## config.mk

```make
export PLATFORM = sky130hd
export DESIGN_NAME = vram_dma
export DESIGN_NICKNAME = d
export VERILOG_FILES = /design/src/rtl/vram_dma_pkg.sv /design/src/rtl/vram_dma_path.sv /design/src/rtl/vram_dma_ctrl.sv /design/src/rtl/vram_dma.sv
export SDC_FILE = /design/constraint.sdc
export NUM_CORES = 1
export LEC_CHECK = 0
export BUFFER_PORTS_ARGS = -buffer_cell sky130_fd_sc_hd__buf_4
export CORE_MARGIN = 1
export CORE_UTILIZATION = 50
export DETAILED_ROUTE_END_ITERATION = 10
export PLACE_DENSITY_LB_ADDON = 0.05
export SYNTH_ARGS = -nofsm -noshare
export SYNTH_HDL_FRONTEND = slang
export SYNTH_SLANG_ARGS = --single-unit
```

## constraint.sdc

```tcl
create_clock -name clk -period 1.65 [get_ports clk]
set_input_delay 0.165 -clock clk [delete_from_list [all_inputs] [get_ports clk]]
set_output_delay 0.165 -clock clk [all_outputs]
set_load 0.03 [all_outputs]
```

## src/rtl/vram_dma_pkg.sv

```systemverilog
package vram_dma_pkg;

  typedef enum logic [1:0] {
    ST_IDLE = 2'd0,
    ST_RD   = 2'd1,
    ST_WR   = 2'd2
  } dmaState_e;

  // Strobes from the control FSM to the address/data path
  typedef struct packed {
    logic latch;    // capture masked source/destination into the pointers
    logic start;    // load the byte counter from the block count
    logic rdPhase;  // read cycle of a byte
    logic wrPhase;  // write cycle of a byte
  } dmaStrobe_t;

endpackage

```

## src/rtl/vram_dma_path.sv

```systemverilog
module vram_dma_path
  import vram_dma_pkg::*;
#(
  parameter int ADDR_W      = 16,
  parameter int DATA_W      = 8,
  parameter int BLOCK_BYTES = 16,
  parameter int MAXBLK_W    = 8,
  parameter int WIN_W       = 13,
  parameter logic [ADDR_W-1:0] WIN_BASE = 16'h8000
) (
  input  logic              clk,
  input  logic              rstN,
  input  dmaStrobe_t        strobe,
  input  logic [MAXBLK_W-1:0] blkCount,
  input  logic              regWrEn,
  input  logic [2:0]        regSel,
  input  logic [DATA_W-1:0] regWrData,
  input  logic [DATA_W-1:0] memRdData,
  output logic [ADDR_W-1:0] srcReg,
  output logic [ADDR_W-1:0] dstReg,
  output logic [ADDR_W-1:0] srcMasked,
  output logic              lastByte,
  output logic              memRdEn,
  output logic              memWrEn,
  output logic [ADDR_W-1:0] memAddr,
  output logic [DATA_W-1:0] memWrData
);
  localparam int BLK_LSB = $clog2(BLOCK_BYTES);
  localparam int REM_W   = MAXBLK_W + BLK_LSB;
  localparam logic [ADDR_W-1:0] WIN_MASK  = ADDR_W'((1 << WIN_W) - 1);
  localparam logic [ADDR_W-1:0] ALIGN_MSK = ~ADDR_W'(BLOCK_BYTES - 1);

  logic [ADDR_W-1:0] srcPtr, dstPtr, dstMasked, dstNext, srcNext;
  logic [REM_W-1:0]  remBytes;
  logic [DATA_W-1:0] dataBuf;
  logic              blockEnd;

  assign srcMasked = srcReg & ALIGN_MSK;
  assign dstMasked = (dstReg & WIN_MASK & ALIGN_MSK) | WIN_BASE;
  assign srcNext   = srcPtr + 1'b1;
  assign dstNext   = (dstPtr & ~WIN_MASK) | ((dstPtr + 1'b1) & WIN_MASK);

  assign lastByte  = (remBytes == REM_W'(1));
  assign blockEnd  = strobe.wrPhase && (remBytes[BLK_LSB-1:0] == BLK_LSB'(1));

  always_ff @(posedge clk) begin
    if (!rstN) begin
      srcReg   <= '0;
      dstReg   <= '0;
      srcPtr   <= '0;
      dstPtr   <= WIN_BASE;
      remBytes <= '0;
      dataBuf  <= '0;
    end else begin
      if (regWrEn) begin
        case (regSel)
          3'd0: srcReg[ADDR_W-1:DATA_W] <= regWrData;
          3'd1: srcReg[DATA_W-1:0]      <= regWrData;
          3'd2: dstReg[ADDR_W-1:DATA_W] <= regWrData;
          3'd3: dstReg[DATA_W-1:0]      <= regWrData;
          default: ;
        endcase
      end
      if (strobe.latch) begin
        srcPtr <= srcMasked;
        dstPtr <= dstMasked;
      end
      if (strobe.start) begin
        remBytes <= {blkCount, {BLK_LSB{1'b0}}};
      end
      if (strobe.rdPhase) begin
        dataBuf <= memRdData;
      end
      if (strobe.wrPhase) begin
        srcPtr   <= srcNext;
        dstPtr   <= dstNext;
        remBytes <= remBytes - 1'b1;
        if (blockEnd) begin
          srcReg <= srcNext;
          dstReg <= dstNext;
        end
      end
    end
  end

  assign memRdEn   = strobe.rdPhase;
  assign memWrEn   = strobe.wrPhase;
  assign memAddr   = strobe.wrPhase ? dstPtr : srcPtr;
  assign memWrData = dataBuf;

endmodule

```

## src/rtl/vram_dma_ctrl.sv

```systemverilog
module vram_dma_ctrl
  import vram_dma_pkg::*;
#(
  parameter int ADDR_W   = 16,
  parameter int DATA_W   = 8,
  parameter int MAXBLK_W = 8,
  parameter int CTRL_SEL = 4,
  parameter logic [ADDR_W-1:0] REJ_LO = 16'h8000,
  parameter logic [ADDR_W-1:0] REJ_HI = 16'hA000
) (
  input  logic                clk,
  input  logic                rstN,
  input  logic                regWrEn,
  input  logic [2:0]          regSel,
  input  logic [DATA_W-1:0]   regWrData,
  input  logic                lcdOn,
  input  logic [1:0]          vidMode,
  input  logic                blankStart,
  input  logic [ADDR_W-1:0]   srcMasked,
  input  logic                lastByte,
  output dmaStrobe_t          strobe,
  output logic [MAXBLK_W-1:0] blkCount,
  output logic [DATA_W-1:0]   ctrlReg,
  output logic                cpuStall
);
  localparam int LEN_W = DATA_W - 1;

  dmaState_e         state;
  logic              hActive, curH;
  logic              wrCtrl, inVram, rejected, goNow, pulseGo, startAny, newH;
  logic [LEN_W-1:0]  lenField;
  logic              blankWindow;

  assign newH        = regWrData[DATA_W-1];
  assign lenField    = regWrData[LEN_W-1:0];
  assign inVram      = (srcMasked >= REJ_LO) && (srcMasked < REJ_HI);
  assign blankWindow = lcdOn && (vidMode == 2'd0);
  assign wrCtrl      = regWrEn && (regSel == 3'(CTRL_SEL)) && (state == ST_IDLE);
  assign rejected    = wrCtrl && inVram;
  assign goNow       = wrCtrl && !inVram && ((!hActive && !newH) || blankWindow);
  assign pulseGo     = !wrCtrl && (state == ST_IDLE) && hActive && blankStart && lcdOn;
  assign startAny    = goNow || pulseGo;

  always_comb begin
    if (goNow && !newH) blkCount = MAXBLK_W'({1'b0, lenField}) + 1'b1;
    else                blkCount = MAXBLK_W'(1);
  end

  always_comb begin
    strobe.latch   = wrCtrl && !inVram;
    strobe.start   = startAny;
    strobe.rdPhase = (state == ST_RD);
    strobe.wrPhase = (state == ST_WR);
  end

  assign cpuStall = (state != ST_IDLE);

  always_ff @(posedge clk) begin
    if (!rstN) begin
      state   <= ST_IDLE;
      hActive <= 1'b0;
      curH    <= 1'b0;
      ctrlReg <= '1;
    end else begin
      case (state)
        ST_IDLE: if (startAny) state <= ST_RD;
        ST_RD:   state <= ST_WR;
        ST_WR:   state <= lastByte ? ST_IDLE : ST_RD;
        default: state <= ST_IDLE;
      endcase

      if (rejected) begin
        ctrlReg <= {1'b1, lenField};
      end else if (wrCtrl) begin
        hActive <= newH;
        curH    <= newH;
        if (goNow)              ctrlReg <= {1'b0, lenField};
        else if (newH && !lcdOn) ctrlReg <= {1'b1, lenField + 1'b1};
        else                     ctrlReg <= {1'b0, lenField};
      end else if (pulseGo) begin
        curH <= 1'b1;
      end

      if (state == ST_WR && lastByte) begin
        if (curH) begin
          ctrlReg <= ctrlReg - 1'b1;
          if (ctrlReg == '0) hActive <= 1'b0;
        end else begin
          ctrlReg <= '1;
        end
      end
    end
  end

endmodule

```

## src/rtl/vram_dma.sv

```systemverilog
module vram_dma
  import vram_dma_pkg::*;
#(
  parameter int ADDR_W      = 16,
  parameter int DATA_W      = 8,
  parameter int BLOCK_BYTES = 16
) (
  input  logic              clk,
  input  logic              rstN,
  input  logic              regWrEn,
  input  logic [2:0]        regSel,
  input  logic [DATA_W-1:0] regWrData,
  input  logic [2:0]        rdSel,
  output logic [DATA_W-1:0] rdData,
  input  logic              lcdOn,
  input  logic [1:0]        vidMode,
  input  logic              blankStart,
  output logic              memRdEn,
  output logic              memWrEn,
  output logic [ADDR_W-1:0] memAddr,
  output logic [DATA_W-1:0] memWrData,
  input  logic [DATA_W-1:0] memRdData,
  output logic              cpuStall
);
  localparam int MAXBLK_W = DATA_W;

  dmaStrobe_t          strobe;
  logic [MAXBLK_W-1:0] blkCount;
  logic [DATA_W-1:0]   ctrlReg;
  logic [ADDR_W-1:0]   srcReg, dstReg, srcMasked;
  logic                lastByte;

  vram_dma_ctrl #(
    .ADDR_W(ADDR_W), .DATA_W(DATA_W), .MAXBLK_W(MAXBLK_W)
  ) u_ctrl (
    .clk(clk), .rstN(rstN),
    .regWrEn(regWrEn), .regSel(regSel), .regWrData(regWrData),
    .lcdOn(lcdOn), .vidMode(vidMode), .blankStart(blankStart),
    .srcMasked(srcMasked), .lastByte(lastByte),
    .strobe(strobe), .blkCount(blkCount), .ctrlReg(ctrlReg), .cpuStall(cpuStall)
  );

  vram_dma_path #(
    .ADDR_W(ADDR_W), .DATA_W(DATA_W), .BLOCK_BYTES(BLOCK_BYTES), .MAXBLK_W(MAXBLK_W)
  ) u_path (
    .clk(clk), .rstN(rstN),
    .strobe(strobe), .blkCount(blkCount),
    .regWrEn(regWrEn && !cpuStall), .regSel(regSel), .regWrData(regWrData),
    .memRdData(memRdData),
    .srcReg(srcReg), .dstReg(dstReg), .srcMasked(srcMasked), .lastByte(lastByte),
    .memRdEn(memRdEn), .memWrEn(memWrEn), .memAddr(memAddr), .memWrData(memWrData)
  );

  always_comb begin
    case (rdSel)
      3'd0:    rdData = srcReg[ADDR_W-1:DATA_W];
      3'd1:    rdData = srcReg[DATA_W-1:0];
      3'd2:    rdData = dstReg[ADDR_W-1:DATA_W];
      3'd3:    rdData = dstReg[DATA_W-1:0];
      3'd4:    rdData = ctrlReg;
      default: rdData = '1;
    endcase
  end

endmodule

```

==> flow_summary.json <==
{
  "status": "finished, violations left",
  "violations": "negative setup slack",
  "syn_to_final_growth_pct": 40.3,
  "path_cells": "mux2_2 -> o22a_1 -> nor2_1 -> a21oi_2 -> buf_6",
  "synth_mux_area_share_pct": 8.48,
  "ioPinCount": 64,
  "placementRows": 38,
  "clock.fmax_mhz": 569,
  "critPathLaunchType": "flip-flop",
  "drc": 0,
  "place_congestion": 0.911,
  "vias": 6177,
  "grt-ovfl-total": 0,
  "cts_sinks": 94,
  "ys.flop_type": "dfxtp_1",
  "htreeDepth": 3,
  "vias_per_cell": 6.16,
  "antenna_found_initial": 0,
  "grt_pass1_wl_um": 29800,
  "clk_latency_ns": 0.36,
  "synthXorXnorAreaFrac_pct": 6.46,
  "cts_buffer_depth": 2,
  "die_w_um": 109,
  "io_buffers": 63,
  "synth_area_mm2": 0.00569,
  "nets": 893,
  "core_mm2": 0.0110,
  "cp_num_buf_inv": 1,
  "final-seq-area_mm2": 0.00191,
  "instances_no_fill": 1002,
  "power.density_mw_per_mm2": 666,
  "synth_warnings": 0,
  "final.setup.worst_slack_ns": -0.106,
  "critPathMaxStageDelay_ns": 0.36,
  "drt_iter0_drc": 514,
  "firstDrtPassIters": 7,
  "finClkSkew_ns": 0.00702,
  "final_util_pct": 72.7,
  "crit_type": "reg2out",
  "synth-compound-area-share_pct": 20.9,
  "fill_cells": 843,
  "fp.dieH_um": 109,
  "crit_path_end_kind": "output port",
  "syn_inst": 725,
  "hpwl_um": 13400,
  "hold_path.class": "in2reg",
  "diodes": 0,
  "synthSimpleGateAreaFrac_pct": 24.5,
  "vdd_ir_drop_max_v": 0.000542,
  "groute.usage.overall_pct": 33.6,
  "rsz0062_at_grt": "yes",
  "critPathTopFamily": "flip-flops",
  "cap_viol_max_count": 0,
  "p_leak_nw": 3.24,
  "cp.arrival_ns": 1.59,
  "syn_nets": 760,
  "crit_slowest_cell": "dfxtp_2",
  "cp_max_fo": 5,
  "wl_per_cell_um": 20.3,
  "die_area_mm2": 0.0118,
  "finalWirelength_um": 20300,
  "synthArstFlopShare_pct": 0,
  "syn_avg_cell_area_um2": 7.85,
  "tritoncts": "yes",
  "start_util_pct": 51.8,
  "synth_edf_count": 0,
  "synth_cell_types": 70,
  "maxSlewHeadroom_pct": 64.4,
  "detail-route-antenna-nets": 0,
  "place_ws_ns": -0.132,
  "synth_top_family_by_area": "simple AND/OR/NAND/NOR gates",
  "slew_violations": 0,
  "crit_required_ns": 1.48,
  "hold_viol": 0,
  "finalWorstPathRequiredPeriod_ns": 1.76,
  "clockRootBuffer": "clkbuf_16",
  "grt_start_max_net_pins": 41,
  "ys_seq_area_share_pct": 33.0,
  "cts_buffers": 9,
  "hold_buffers": 0,
  "drive_above_1_share_pct": 36.4,
  "post-route-period-util_pct": 106,
  "multiInputGateArea_mm2": 0.00391,
  "synthAdderAreaFrac_pct": 1.32,
  "grt_pass1_vias": 5574,
  "path_clk_slew_ns": 0.07,
  "yosys_register_bits": 94,
  "worst_slew_pin_slew_ns": 0.533,
  "setup_viol": 12,
  "dp.cells": 959
}
metal layers:
metal / global-route usage [%] / up-vias / part of all wire [%]
met4: 11.2 / 0 / 2.8
met3: 4.48 / 47 / 7.3
met1: 45.5 / 2999 / 42
met5: 0 / - / 0
met2: 55.0 / 279 / 48
li1: - / 2852 / -
cells in the mapped netlist (5+ instances only):
cell type / number / area (um^2)
nor2b_1: 7 / 43.8
xnor2_1: 24 / 210
buf_2: 12 / 60.1
a31oi_1: 8 / 50.1
clkbuf_1: 35 / 131
inv_1: 15 / 56.3
or3_1: 5 / 31.3
nand2_1: 94 / 353
buf_1: 6 / 22.5
xor2_1: 18 / 158
a22oi_1: 23 / 173
and2_1: 5 / 31.3
a211oi_1: 20 / 150
nor4_1: 8 / 50.1
mux2i_1: 28 / 280
o22ai_1: 5 / 31.3
nor2_1: 79 / 297
mux2_2: 15 / 169
nand4_1: 10 / 62.6
a21oi_1: 62 / 310
dfxtp_1: 94 / 1880
nand3_1: 21 / 105
ha_1: 6 / 75.1
o22a_1: 6 / 52.6
nor3_1: 14 / 70.1
o21ai_0: 27 / 135
repair_timing:
item                                   in CTS  in global routing
buffers inserted                           14                 11
cloned                                      3                  4
setup endpoints to repair                  51                 81
pin swaps                                  27                 41
endpoints found under the hold margin       0                  0
gates resized for setup                    67                 73
sequential cells by signal (all words and copies together) (netlist names):
signal and cells:
u_ctrl.curH 1, u_path.srcReg 16, u_path.dstPtr 14, u_ctrl.ctrlReg 8, u_ctrl.state 2, u_path.remBytes 12, u_path.memWrData 8, u_path.dstReg 16
u_ctrl.hActive 1, u_path.srcPtr 16
tightest hold or removal path: cells and delay by family:
family          cells  cell delay (ns)
buf+inv             1             0.11
simple gates        1             0.05
compound gates      1             0.05
placed cells by master (no fill, tap or decap), types with 11 or more instances in the layout:
master	count
buf_4	137
nand2_1	91
dfxtp_1	81
nor2_1	72
a21oi_1	57
mux2i_1	27
buf_6	26
xnor2_1	22
xor2_1	18
nand3_1	17
a211oi_1	17
a22oi_1	16
o21ai_0	16
clkbuf_16	12
inv_1	11
through the flow:
stage,hold WS (ns),area [um^2],TNS [ns],power (W)
global placement,0.413,6880,-0.395,0.00307
floorplan,0.301,5730,-0.124,0.00279
finish,0.0498,7990,-0.553,0.00532
global route,0.0630,7990,-1.43,0.00547
detailed placement,0.420,6880,-1.42,0.00308
CTS,0.0432,7550,-0.484,0.00527
report_power, final:
group	internal, W	switching, W
Sequential	0.00230	0.0000391
Clock	0.00121	0.000964
Combinational	0.000364	0.000439
Total	0.00388	0.00144
worst paths after layout:
check / start / endpoint / slack (ns) / cells past startpoint
worst max-delay path: u_ctrl.ctrlReg[6]$_SDFFE_PN1P_ / rdData[6] / -0.11 / 5
worst min-delay path: memRdData[5] / u_path.memWrData[5]$_SDFFE_PN0P_ / 0.05 / 3
worst max register to register: u_path.srcReg[13]$_SDFF_PN0_ / u_ctrl.ctrlReg[0]$_SDFFE_PN1P_ / -0.03 / 8
worst min register to register: u_path.memWrData[1]$_SDFFE_PN0P_ / u_path.memWrData[1]$_SDFFE_PN0P_ / 0.46 / 2
final cells by class:
type	count	share of cell area, %
clock buffer	10	2.99
clock inverter	5	0.721
inverter	17	0.940
multi-input combinational	558	48.9
sequential	94	23.9
tap	140	2.19
timing repair buffer	178	20.4
kinds of logic (layout without fill, tap and decap cells):
| kind of cell | after synthesis | after routing |
|---|---|---|
| buffers and inverters | 73 | 210 |
| xor gates and xnor gates | 42 | 42 |
| and+or+nand+nor | 279 | 279 |
| AOI/OAI and AO/OA | 185 | 185 |
| muxes | 46 | 46 |
| adders and majority gates | 6 | 6 |
| DFF | 94 | 94 |
Note: power is estimated with default switching activity, not from simulation.
